==> src/rtl/ata_tf_pkg.sv <==
package ata_tf_pkg;

   typedef enum logic [1:0] {
      SQ_IDLE = 2'd0,
      SQ_PIO  = 2'd1,
      SQ_BUSY = 2'd2
   } sq_state_t;

   localparam logic [2:0] OFS_DATA    = 3'd0;
   localparam logic [2:0] OFS_ERRFEAT = 3'd1;
   localparam logic [2:0] OFS_COUNT   = 3'd2;
   localparam logic [2:0] OFS_ADDR0   = 3'd3;
   localparam logic [2:0] OFS_ADDR1   = 3'd4;
   localparam logic [2:0] OFS_ADDR2   = 3'd5;
   localparam logic [2:0] OFS_DEVICE  = 3'd6;
   localparam logic [2:0] OFS_CMDSTAT = 3'd7;

   localparam logic [7:0] OP_IDENTIFY = 8'hEC;
   localparam logic [7:0] OP_FLUSH    = 8'hE7;
   localparam logic [7:0] ERR_ABORT   = 8'h04;

   localparam int ST_BSY  = 7;
   localparam int ST_DRDY = 6;
   localparam int ST_DF   = 5;
   localparam int ST_DRQ  = 3;
   localparam int ST_ERR  = 0;

   localparam int DEV_SEL_BIT = 4;
   localparam int DEV_LBA_BIT = 6;

endpackage

==> src/rtl/ata_tf_regs.sv <==
module ata_tf_regs
   import ata_tf_pkg::*;
#(
   parameter int FIRST_OFS = 1,
   parameter int LAST_OFS  = 6
) (
   input  logic                            clk,
   input  logic                            rst_n,
   input  logic                            wr_en,
   input  logic [2:0]                      addr,
   input  logic [7:0]                      wdata,
   output logic [LAST_OFS:FIRST_OFS][7:0]  bytes_o
);

   initial begin : p_param_chk
      assert (FIRST_OFS >= 1 && LAST_OFS <= 6 && FIRST_OFS <= LAST_OFS)
         else $error("ata_tf_regs: offset range must lie within 1..6");
   end

   // One byte register per offset; the decode compares against the offset.
   generate
      for (genvar g = FIRST_OFS; g <= LAST_OFS; g++) begin : g_byte
         logic [7:0] q;
         always_ff @(posedge clk or negedge rst_n) begin
            if (!rst_n)
               q <= '0;
            else if (wr_en && addr == 3'(g))
               q <= wdata;
         end
         assign bytes_o[g] = q;
      end
   endgenerate

endmodule

==> src/rtl/ata_tf_irq.sv <==
module ata_tf_irq (
   input  logic clk,
   input  logic rst_n,
   input  logic set_evt,
   input  logic clr_evt,
   output logic irq_o
);

   logic pend_q;

   // A completion in the same cycle as a status read wins.
   always_ff @(posedge clk or negedge rst_n) begin
      if (!rst_n)
         pend_q <= 1'b0;
      else if (set_evt)
         pend_q <= 1'b1;
      else if (clr_evt)
         pend_q <= 1'b0;
   end

   assign irq_o = pend_q;

   assert_irq_set_R10: assert property (@(posedge clk) disable iff (!rst_n)
      set_evt |=> irq_o);

   assert_irq_clear_R10: assert property (@(posedge clk) disable iff (!rst_n)
      (clr_evt && !set_evt) |=> !irq_o);

   assert_irq_hold_R10: assert property (@(posedge clk) disable iff (!rst_n)
      (!clr_evt && !set_evt) |=> $stable(irq_o));

endmodule

==> src/rtl/ata_tf_seq.sv <==
module ata_tf_seq
   import ata_tf_pkg::*;
#(
   parameter int ID_WORDS = 256,
   localparam int IDX_W   = $clog2(ID_WORDS)
) (
   input  logic             clk,
   input  logic             rst_n,
   input  logic             cmd_wr,
   input  logic [7:0]       cmd_op,
   input  logic             data_rd,
   input  logic             be_done,
   input  logic             be_fail,
   output logic [7:0]       status_o,
   output logic [7:0]       err_o,
   output logic [IDX_W-1:0] idx_o,
   output logic             flush_req_o,
   output logic             drq_o,
   output logic             set_evt_o
);

   localparam logic [IDX_W-1:0] LAST_IDX = IDX_W'(ID_WORDS - 1);

   initial begin : p_param_chk
      assert (ID_WORDS >= 2) else $error("ata_tf_seq: ID_WORDS must be at least 2");
   end

   sq_state_t        state;
   logic [IDX_W-1:0] idx;
   logic             err_q;
   logic [7:0]       err_reg;
   logic             accept;
   logic             known_op;

   assign accept   = cmd_wr && (state == SQ_IDLE);
   assign known_op = (cmd_op == OP_IDENTIFY) || (cmd_op == OP_FLUSH);

   always_ff @(posedge clk or negedge rst_n) begin
      if (!rst_n) begin
         state   <= SQ_IDLE;
         idx     <= '0;
         err_q   <= 1'b0;
         err_reg <= '0;
      end else begin
         unique case (state)
            SQ_IDLE: begin
               if (cmd_wr) begin
                  err_q   <= 1'b0;
                  err_reg <= '0;
                  if (cmd_op == OP_IDENTIFY) begin
                     state <= SQ_PIO;
                     idx   <= '0;
                  end else if (cmd_op == OP_FLUSH) begin
                     state <= SQ_BUSY;
                  end else begin
                     err_q   <= 1'b1;
                     err_reg <= ERR_ABORT;
                  end
               end
            end
            SQ_PIO: begin
               if (data_rd) begin
                  if (idx == LAST_IDX) begin
                     state <= SQ_IDLE;
                     idx   <= '0;
                  end else begin
                     idx <= idx + 1'b1;
                  end
               end
            end
            SQ_BUSY: begin
               if (be_done) begin
                  state <= SQ_IDLE;
                  if (be_fail) begin
                     err_q   <= 1'b1;
                     err_reg <= ERR_ABORT;
                  end
               end
            end
            default: state <= SQ_IDLE;
         endcase
      end
   end

   always_comb begin
      status_o          = '0;
      status_o[ST_BSY]  = (state == SQ_BUSY);
      status_o[ST_DRDY] = 1'b1;
      status_o[ST_DF]   = 1'b0;
      status_o[ST_DRQ]  = (state == SQ_PIO);
      status_o[ST_ERR]  = err_q;
   end

   assign err_o       = err_reg;
   assign idx_o       = idx;
   assign drq_o       = (state == SQ_PIO);
   assign flush_req_o = (state == SQ_BUSY);
   assign set_evt_o   = (accept && cmd_op != OP_FLUSH) ||
                        ((state == SQ_BUSY) && be_done);

   assert_busy_hold_R9: assert property (@(posedge clk) disable iff (!rst_n)
      (state == SQ_BUSY && !be_done) |=> (state == SQ_BUSY));

   assert_pio_hold_R9: assert property (@(posedge clk) disable iff (!rst_n)
      (state == SQ_PIO && !data_rd) |=> (state == SQ_PIO && $stable(idx)));

   assert_pio_end_R5: assert property (@(posedge clk) disable iff (!rst_n)
      (state == SQ_PIO && data_rd && idx == LAST_IDX) |=> (state == SQ_IDLE));

   assert_reject_R8: assert property (@(posedge clk) disable iff (!rst_n)
      (accept && !known_op) |=> (err_q && err_reg == ERR_ABORT && state == SQ_IDLE));

   assert_flush_fail_R7: assert property (@(posedge clk) disable iff (!rst_n)
      (state == SQ_BUSY && be_done && be_fail) |=> (err_q && err_reg == ERR_ABORT));

   assert_accept_clears_R11: assert property (@(posedge clk) disable iff (!rst_n)
      (accept && known_op) |=> (!err_q && err_reg == 8'h00));

endmodule

==> src/rtl/ata_taskfile.sv <==
module ata_taskfile
   import ata_tf_pkg::*;
#(
   parameter int DATA_W   = 16,
   parameter int ID_WORDS = 256
) (
   input  logic                        clk,
   input  logic                        rst_n,
   input  logic                        hst_stb,
   input  logic                        hst_wr,
   input  logic [2:0]                  hst_addr,
   input  logic [DATA_W-1:0]           hst_wdata,
   output logic [DATA_W-1:0]           hst_rdata,
   output logic                        irq_o,
   output logic [$clog2(ID_WORDS)-1:0] id_index,
   input  logic [DATA_W-1:0]           id_word,
   output logic                        flush_req,
   input  logic                        be_done,
   input  logic                        be_fail,
   output logic [27:0]                 tf_lba,
   output logic [7:0]                  tf_count,
   output logic [7:0]                  tf_feature,
   output logic                        dev1_sel,
   output logic                        lba_mode
);

   localparam int FIRST_REG = 1;
   localparam int LAST_REG  = 6;
   localparam int IDX_W     = $clog2(ID_WORDS);

   initial begin : p_param_chk
      assert (DATA_W >= 8) else $error("ata_taskfile: DATA_W must be at least 8");
   end

   logic                              host_wr;
   logic                              host_rd;
   logic                              reg_wr;
   logic                              cmd_wr;
   logic                              data_rd;
   logic                              stat_rd;
   logic [LAST_REG:FIRST_REG][7:0]    tf_bytes;
   logic [7:0]                        status;
   logic [7:0]                        err_byte;
   logic                              drq;
   logic                              set_evt;
   logic [7:0]                        rd_byte;
   logic [DATA_W-1:0]                 data_word;
   logic [IDX_W-1:0]                  idx;

   assign host_wr = hst_stb && hst_wr;
   assign host_rd = hst_stb && !hst_wr;
   assign reg_wr  = host_wr && (hst_addr != OFS_DATA) && (hst_addr != OFS_CMDSTAT);
   assign cmd_wr  = host_wr && (hst_addr == OFS_CMDSTAT);
   assign data_rd = host_rd && (hst_addr == OFS_DATA);
   assign stat_rd = host_rd && (hst_addr == OFS_CMDSTAT);

   ata_tf_regs #(
      .FIRST_OFS (FIRST_REG),
      .LAST_OFS  (LAST_REG)
   ) u_regs (
      .clk     (clk),
      .rst_n   (rst_n),
      .wr_en   (reg_wr),
      .addr    (hst_addr),
      .wdata   (hst_wdata[7:0]),
      .bytes_o (tf_bytes)
   );

   ata_tf_seq #(
      .ID_WORDS (ID_WORDS)
   ) u_seq (
      .clk         (clk),
      .rst_n       (rst_n),
      .cmd_wr      (cmd_wr),
      .cmd_op      (hst_wdata[7:0]),
      .data_rd     (data_rd),
      .be_done     (be_done),
      .be_fail     (be_fail),
      .status_o    (status),
      .err_o       (err_byte),
      .idx_o       (idx),
      .flush_req_o (flush_req),
      .drq_o       (drq),
      .set_evt_o   (set_evt)
   );

   ata_tf_irq u_irq (
      .clk     (clk),
      .rst_n   (rst_n),
      .set_evt (set_evt),
      .clr_evt (stat_rd),
      .irq_o   (irq_o)
   );

   always_comb begin
      unique case (hst_addr)
         OFS_ERRFEAT: rd_byte = err_byte;
         OFS_COUNT:   rd_byte = tf_bytes[2];
         OFS_ADDR0:   rd_byte = tf_bytes[3];
         OFS_ADDR1:   rd_byte = tf_bytes[4];
         OFS_ADDR2:   rd_byte = tf_bytes[5];
         OFS_DEVICE:  rd_byte = tf_bytes[6];
         OFS_CMDSTAT: rd_byte = status;
         default:     rd_byte = '0;
      endcase
   end

   assign data_word = drq ? id_word : '0;

   generate
      if (DATA_W == 8) begin : g_narrow
         assign hst_rdata = (hst_addr == OFS_DATA) ? data_word : rd_byte;
      end else begin : g_wide
         logic unused_wdata_hi;
         assign unused_wdata_hi = ^hst_wdata[DATA_W-1:8];
         assign hst_rdata = (hst_addr == OFS_DATA) ? data_word
                                                   : {{(DATA_W-8){1'b0}}, rd_byte};
      end
   endgenerate

   assign id_index   = idx;
   assign tf_feature = tf_bytes[1];
   assign tf_count   = tf_bytes[2];
   assign tf_lba     = {tf_bytes[6][3:0], tf_bytes[5], tf_bytes[4], tf_bytes[3]};
   assign dev1_sel   = tf_bytes[6][DEV_SEL_BIT];
   assign lba_mode   = tf_bytes[6][DEV_LBA_BIT];

endmodule

==> config.mk <==
export PLATFORM = sky130hd
export DESIGN_NAME = ata_taskfile
export DESIGN_NICKNAME = d
export VERILOG_FILES = /design/src/rtl/ata_tf_pkg.sv /design/src/rtl/ata_tf_regs.sv /design/src/rtl/ata_tf_irq.sv /design/src/rtl/ata_tf_seq.sv /design/src/rtl/ata_taskfile.sv
export SDC_FILE = /design/constraint.sdc
export NUM_CORES = 1
export LEC_CHECK = 0
export ABC_AREA = 1
export BUFFER_PORTS_ARGS = -buffer_cell sky130_fd_sc_hd__buf_2
export CORE_MARGIN = 1
export CORE_UTILIZATION = 25
export CTS_CLUSTER_DIAMETER = 80
export DETAILED_ROUTE_END_ITERATION = 10
export GPL_TIMING_DRIVEN = 0
export SLEW_MARGIN = 20
export SYNTH_ARGS = -nofsm -noshare
export SYNTH_HDL_FRONTEND = slang
export SYNTH_SLANG_ARGS = --single-unit
==> constraint.sdc <==
create_clock -name clk -period 1.4 [get_ports clk]
set_clock_uncertainty 0.05 [all_clocks]
set_input_delay 0.07 -clock clk [delete_from_list [all_inputs] [get_ports clk]]
set_output_delay 0.07 -clock clk [all_outputs]
set_load 0.02 [all_outputs]
======== Word-level counts from Yosys, hierarchy flattened ========
Cells that the tools add are included.
word-level totals
  logic and storage cells ................. 89
  bits of input ports ..................... 41
  bits in registers ....................... 68
operators by class
  add/subtract/negate cells ............... 1
  reductions and logical operators ........ 27
  mux-type cells .......................... 29
  eq/ne operators ......................... 21
operator list
  operator               count
  $mux W8                8
  $pmux W8 S7            1
  $mux W16               2
  $pmux W8 S2            2
  $eq A8 B8 Y1 const B   3
  $logic_and A1 B1 Y1    16
  $eq A3 B3 Y1 const B   4
  $mux W2                6
  $add A8 B1 Y8 const B  1
  $ne A2 B1 Y1 const B   4
  $ne A8 B8 Y1 const B   1
  $reduce_and A4 Y1      2
  $mux W1                7
  $eq A3 B2 Y1 const B   2
  $ne A3 B3 Y1 const B   2
  $pmux W2 S3            1
  $reduce_bool A2 Y1     3
  $reduce_and A5 Y1      1
  $ne A2 B2 Y1 const B   2
  $eq A3 B1 Y1 const B   1
  $logic_not A3 Y1       1
  $mux W3                1
  $reduce_bool A3 Y1     1
  $eq A2 B1 Y1 const B   1
  5 further kinds        5

======== Depth between registers and ports, before layout ========
  depth in word-level cells ............... 6
  gate-level depth with buffers ........... 9

======== Cells and area by module ========
From an unflattened synthesis, not the netlist that was laid out.
second synthesis, totals
  cell total of the unflattened synthesis .. 533
  area total of the unflattened synthesis .. 3,726.1 um2
by module, submodules not included
  module        area each (um2)  seq. area each (um2)  instances  cells an instance
  ata_tf_regs   1,935.6          1,201.2               1          216
  ata_tf_seq    919.6            275.3                 1          144
  ata_taskfile  830.8            0.0                   1          168
  ata_tf_irq    40.0             25.0                  1          5

======== Worst setup path before layout ========
No wires, ideal clock.
  path type ............................... reg2reg
  start ................................... register u_seq.idx[1], in the netlist u_seq.idx_o[1]
  end ..................................... register u_seq.idx[0], in the netlist u_seq.idx_o[0]
  period minus slack after synthesis ...... 1,533 ps
  cell stages (with the launch flop) ...... 9
  arrival time ............................ 1,348 ps
  library setup time ...................... 135 ps
  slack ................................... -133 ps
  buffers on the path ..................... 0
  cell sequence ........................... dfrtp_1 -> ha_1 -> nand2_1 -> nor2_1 -> nand2_1 -> nand2_1 -> nor2_1 -> nand2_1 -> o21ai_0
between the ends
  word-level cells in the longest chain between the ends .. 4
RTL lines
  item                    line              source
  start, declared         ata_tf_seq.sv:29  logic [IDX_W-1:0] idx;
  start signal, assigned  ata_tf_seq.sv:67  idx <= idx + 1'b1;
  $eq A8 B8 Y1            ata_tf_seq.sv:63  if (idx == LAST_IDX) begin
  $mux W8                 ata_tf_seq.sv:63
  $mux W8                 ata_tf_seq.sv:62  if (data_rd) begin
  $pmux W8 S2             ata_tf_seq.sv:45  unique case (state)
Every way passes these cells. The select of a mux whose other input is x is not followed.
A chain may end at the register's enable or synchronous reset.

======== Worst setup path in the final report ========
  start ................................... register u_seq.state[1]
  end ..................................... output hst_rdata[5]
between the ends
  word-level cells in the longest chain between the ends .. 3
RTL lines
  item                    line                 source
  start, declared         ata_tf_seq.sv:28     sq_state_t state;
  start signal, assigned  ata_tf_seq.sv:40     state <= SQ_IDLE;
  start signal, assigned  ata_tf_seq.sv:51     state <= SQ_PIO;
  start signal, assigned  ata_tf_seq.sv:54     state <= SQ_BUSY;
  $eq A2 B1 Y1            ata_tf_seq.sv:96     assign drq_o = (state == SQ_PIO);
  $mux W16                ata_taskfile.sv:108  assign data_word = drq ? id_word : '0;
  $mux W16                ata_taskfile.sv:116  assign hst_rdata = (hst_addr == OFS_DATA) ? data_word
  end, declared           ata_taskfile.sv:13   output logic [DATA_W-1:0] hst_rdata,
Every way passes these cells.

==> impl_metrics.tcl <==
set metrics [dict create \
    final.setup.tns_ns -5.30 \
    min-delay-start "be_fail" \
    finalHoldViolCount 0 \
    internal_power_mw 4.33 \
    n_fill_cell 1336 \
    total_power_mw 6.46 \
    maxSlewViolCount 0 \
    gp_congestion 0.833 \
    cts_tree "built" \
    die_w_um 118 \
    finalNetCount 606 \
    tightest_slew_ns 0.768 \
    path_class "reg -> out" \
    ys_top_cells_by_area "dfrtp_1 45%, nand2_1 12%, buf_4 10%" \
    num_vias 3296 \
    whs_endpoint "u_seq.err_o[2]$_DFFE_PN0P_" \
    maxCapViolCount 0 \
    p_clk_frac 0.346 \
    multiInputGateArea_um2 1390 \
    ant_nets 0 \
    instances_no_fill 741 \
    violations "setup timing" \
    die_h_um 118 \
    synth_top_area_cell "dfrtp_1" \
    syn_to_final_growth_pct 42.1 \
    layout_worst_path_cycle_share 1.21 \
    numCtsBuffers 9 \
    synth_cell_types 32 \
    grt_max_degree 61 \
    peakVddDrop_mv 0.555 \
    timing.rr.end "u_seq.idx_o[7]$_DFFE_PN0P_" \
    cts_sinks 60 \
    finalWirelength_um 10800 \
    syn_area_um2 3340 \
    ys_seq_elements 60 \
    seq_area_um2 1510 \
    drc 0 \
    cp_max_fo 5 \
    min_path_type "in -> reg" \
    fmax_mhz 591 \
    grtUsageTotal 0.160 \
    ys_seq_area_frac 0.449 \
    r2r-start "u_seq.state[1]$_DFFE_PN0P_" \
    r2r_cells 8 \
    arrival_ns 1.57 \
    n_antenna_cell 0 \
    antenna_found_initial 0 \
    cp-end-kind "output pin" \
    post_drt_wl_per_cell_um 14.6 \
    syn_nets 470 \
    row_count 41 \
    setup_viol 26 \
    start_util 0.261 \
    power.switching_mw 2.13 \
    setup_ws_ns -0.293 \
    place_area_um2 4080 \
    reg2reg_slack_ns -0.17 \
    cts_root_buf "clkbuf_16" \
    io_pins 113 \
    grt_pass1_vias 3193 \
    syn_inst 428 \
    final_cell_area_um2 4750 \
    clk_latency_ns 0.33 \
    dp.cells 702 \
    leakagePower_nw 2.47 \
    first_pass_iters 5 \
    cts_buffer_depth 2 \
    hpwl_um 7790 \
    synth_top_area_share 0.449 \
    power.density_nw_per_um2 1360 \
    syn_area_per_cell_um2 7.81 \
    grt-ovfl-total 0 \
    cts_max_level 3 \
    crit_required_ns 1.28 \
    portBuffers 102 \
    p_sw_frac 0.330 \
    clk_pin_slew_ns 0.05 \
    die_area_um2 13800 \
    p_seq_frac 0.360 \
    grt_pass1_wl_um 17100 \
    relSlewSlack 0.488 \
    cp-start-kind "register" \
    core_area_um2 12800 \
    rsz0062_at_grt "true" \
    initialDrtViolationCount 187 \
    min_path_cells 3 \
    yosys_warnings 0 \
    combPwrFrac 0.295 \
    outcome "complete, but fails checks" \
    period_minus_slack_ns 1.69 \
    avgViaCountPerCell 4.45 \
    drive_gt1_frac 0.388 \
]
-- repair_timing --
| item | in CTS | in global routing |
|---|---|---|
| endpoints found under the hold margin | 68 | 0 |
| pin swaps | 8 | 6 |
| setup buffers | 4 | 10 |
| resized for setup | 31 | 22 |
| hold buffers | 8 | 0 |
| cloned | 1 | 0 |
| setup endpoints to repair | 26 | 28 |
-- cells in the mapped netlist --
cell / instances
nor3_2: 1
nand3_1: 22
inv_4: 1
xor2_1: 1
nor2_1: 38
nand3b_1: 2
nand2_2: 3
o21ai_1: 1
buf_4: 45
a22oi_1: 4
o21bai_1: 1
nor3_4: 3
nand2_1: 105
a21oi_2: 1
clkbuf_1: 3
a21oi_1: 17
a31oi_1: 1
nor2_2: 2
a21o_1: 1
o22ai_1: 1
inv_2: 3
nor3_1: 1
o21ai_0: 54
dfrtp_1: 60
buf_2: 3
nand4_1: 10
nor2_8: 1
inv_1: 39
clkbuf_2: 1
and3_1: 1
buf_8: 1
ha_1: 1
-- through the flow --
step | util | setup slack (ns) | hold slack [ns]
2_1_floorplan | - | 0.0119 | -0.276
3_5_place_dp | 0.318 | -0.421 | 0.147
4_1_cts | 0.359 | -0.238 | 0.0269
6_report | 0.370 | -0.293 | 0.0393
3_3_place_gp | 0.318 | -0.421 | 0.266
5_1_grt | 0.370 | -0.341 | 0.0502
-- cell type report --
class                   count  share of cell area
plain buffers              53              0.0832
clock buffers              11              0.0511
clock inverters             5              0.0129
inverters                  43              0.0345
multi-input cells         272               0.293
flip-flops and latches     60               0.317
well taps                 172              0.0453
repair buffers            125               0.163
-- per-layer routing --
| metal | track usage | up-vias | wire, µm |
|---|---|---|---|
| met2 | 0.267 | 125 | 5160 |
| met1 | 0.208 | 1542 | 4740 |
| met5 | 0 | - | 0 |
| li1 | - | 1616 | - |
| met4 | 0.0417 | 0 | 136 |
| met3 | 0.0344 | 13 | 784 |
-- critical path, stage by stage (launching register included) --
cell and delay [ns]:
dfrtp_2 0.44, nor2_4 0.25, buf_8 0.16, nand3_1 0.08, nand4_1 0.17, buf_6 0.14
-- power groups by stage --
stage          combinational [mW]  clock [mW]  sequential (mW)
2_1_floorplan                1.22           0             2.30
3_3_place_gp                 1.79           0             2.34
3_5_place_dp                 1.81           0             2.34
4_1_cts                      1.90        2.25             2.32
5_1_grt                      2.07        2.32             2.37
6_report                     1.91        2.23             2.32
-- layout by cell type, fill, tap and decap left out, types with 2 or more instances in the layout --
master,synthesis,final
nand3_1,22,18
clkinvlp_4,0,3
o21ai_1,1,4
nor2_1,38,33
nor2_4,0,5
buf_8,1,3
buf_2,3,96
dfrtp_1,60,57
nand3_2,0,4
o21ai_0,54,50
a22oi_1,4,4
clkbuf_1,3,3
nor3_4,3,4
nor2_2,2,2
nand2_1,105,99
buf_6,0,8
dlygate4sd3_1,0,8
a21oi_1,17,17
clkbuf_16,0,9
inv_2,3,5
dfrtp_2,0,3
nand4_1,10,10
nand2_2,3,9
buf_4,45,59
nand3b_1,2,2
inv_1,39,37
-- flip-flops by register name (all words and copies together) (netlist names) --
name and cells:
u_irq.irq_o 1, u_regs.g_byte.q 48, u_seq.err_o 1, u_seq.idx_o 8, u_seq.state 2
-- worst max-delay path by stage --
stage | from | to
after floorplan | u_seq.state[1]$_DFFE_PN0P_ | u_seq.idx_o[0]$_DFFE_PN0P_
after global placement | u_seq.state[0]$_DFFE_PN0P_ | hst_rdata[0]
after detailed placement | u_seq.state[0]$_DFFE_PN0P_ | hst_rdata[0]
after CTS | u_seq.state[0]$_DFFE_PN0P_ | hst_rdata[0]
after global routing | u_seq.state[1]$_DFFE_PN0P_ | hst_rdata[5]
final | u_seq.state[1]$_DFFE_PN0P_ | hst_rdata[5]
-- kinds of logic after synthesis --
group | count (synthesis) | synth area share
AO/OA/AOI/OAI | 81 | 0.128
XOR/XNOR | 1 | 0.00262
adder cells (fa/ha/maj) | 1 | 0.00374
buffers and inverters | 96 | 0.164
flip-flops | 60 | 0.449
AND/OR/NAND/NOR | 189 | 0.253
Note: power is estimated with default switching activity, not from simulation.
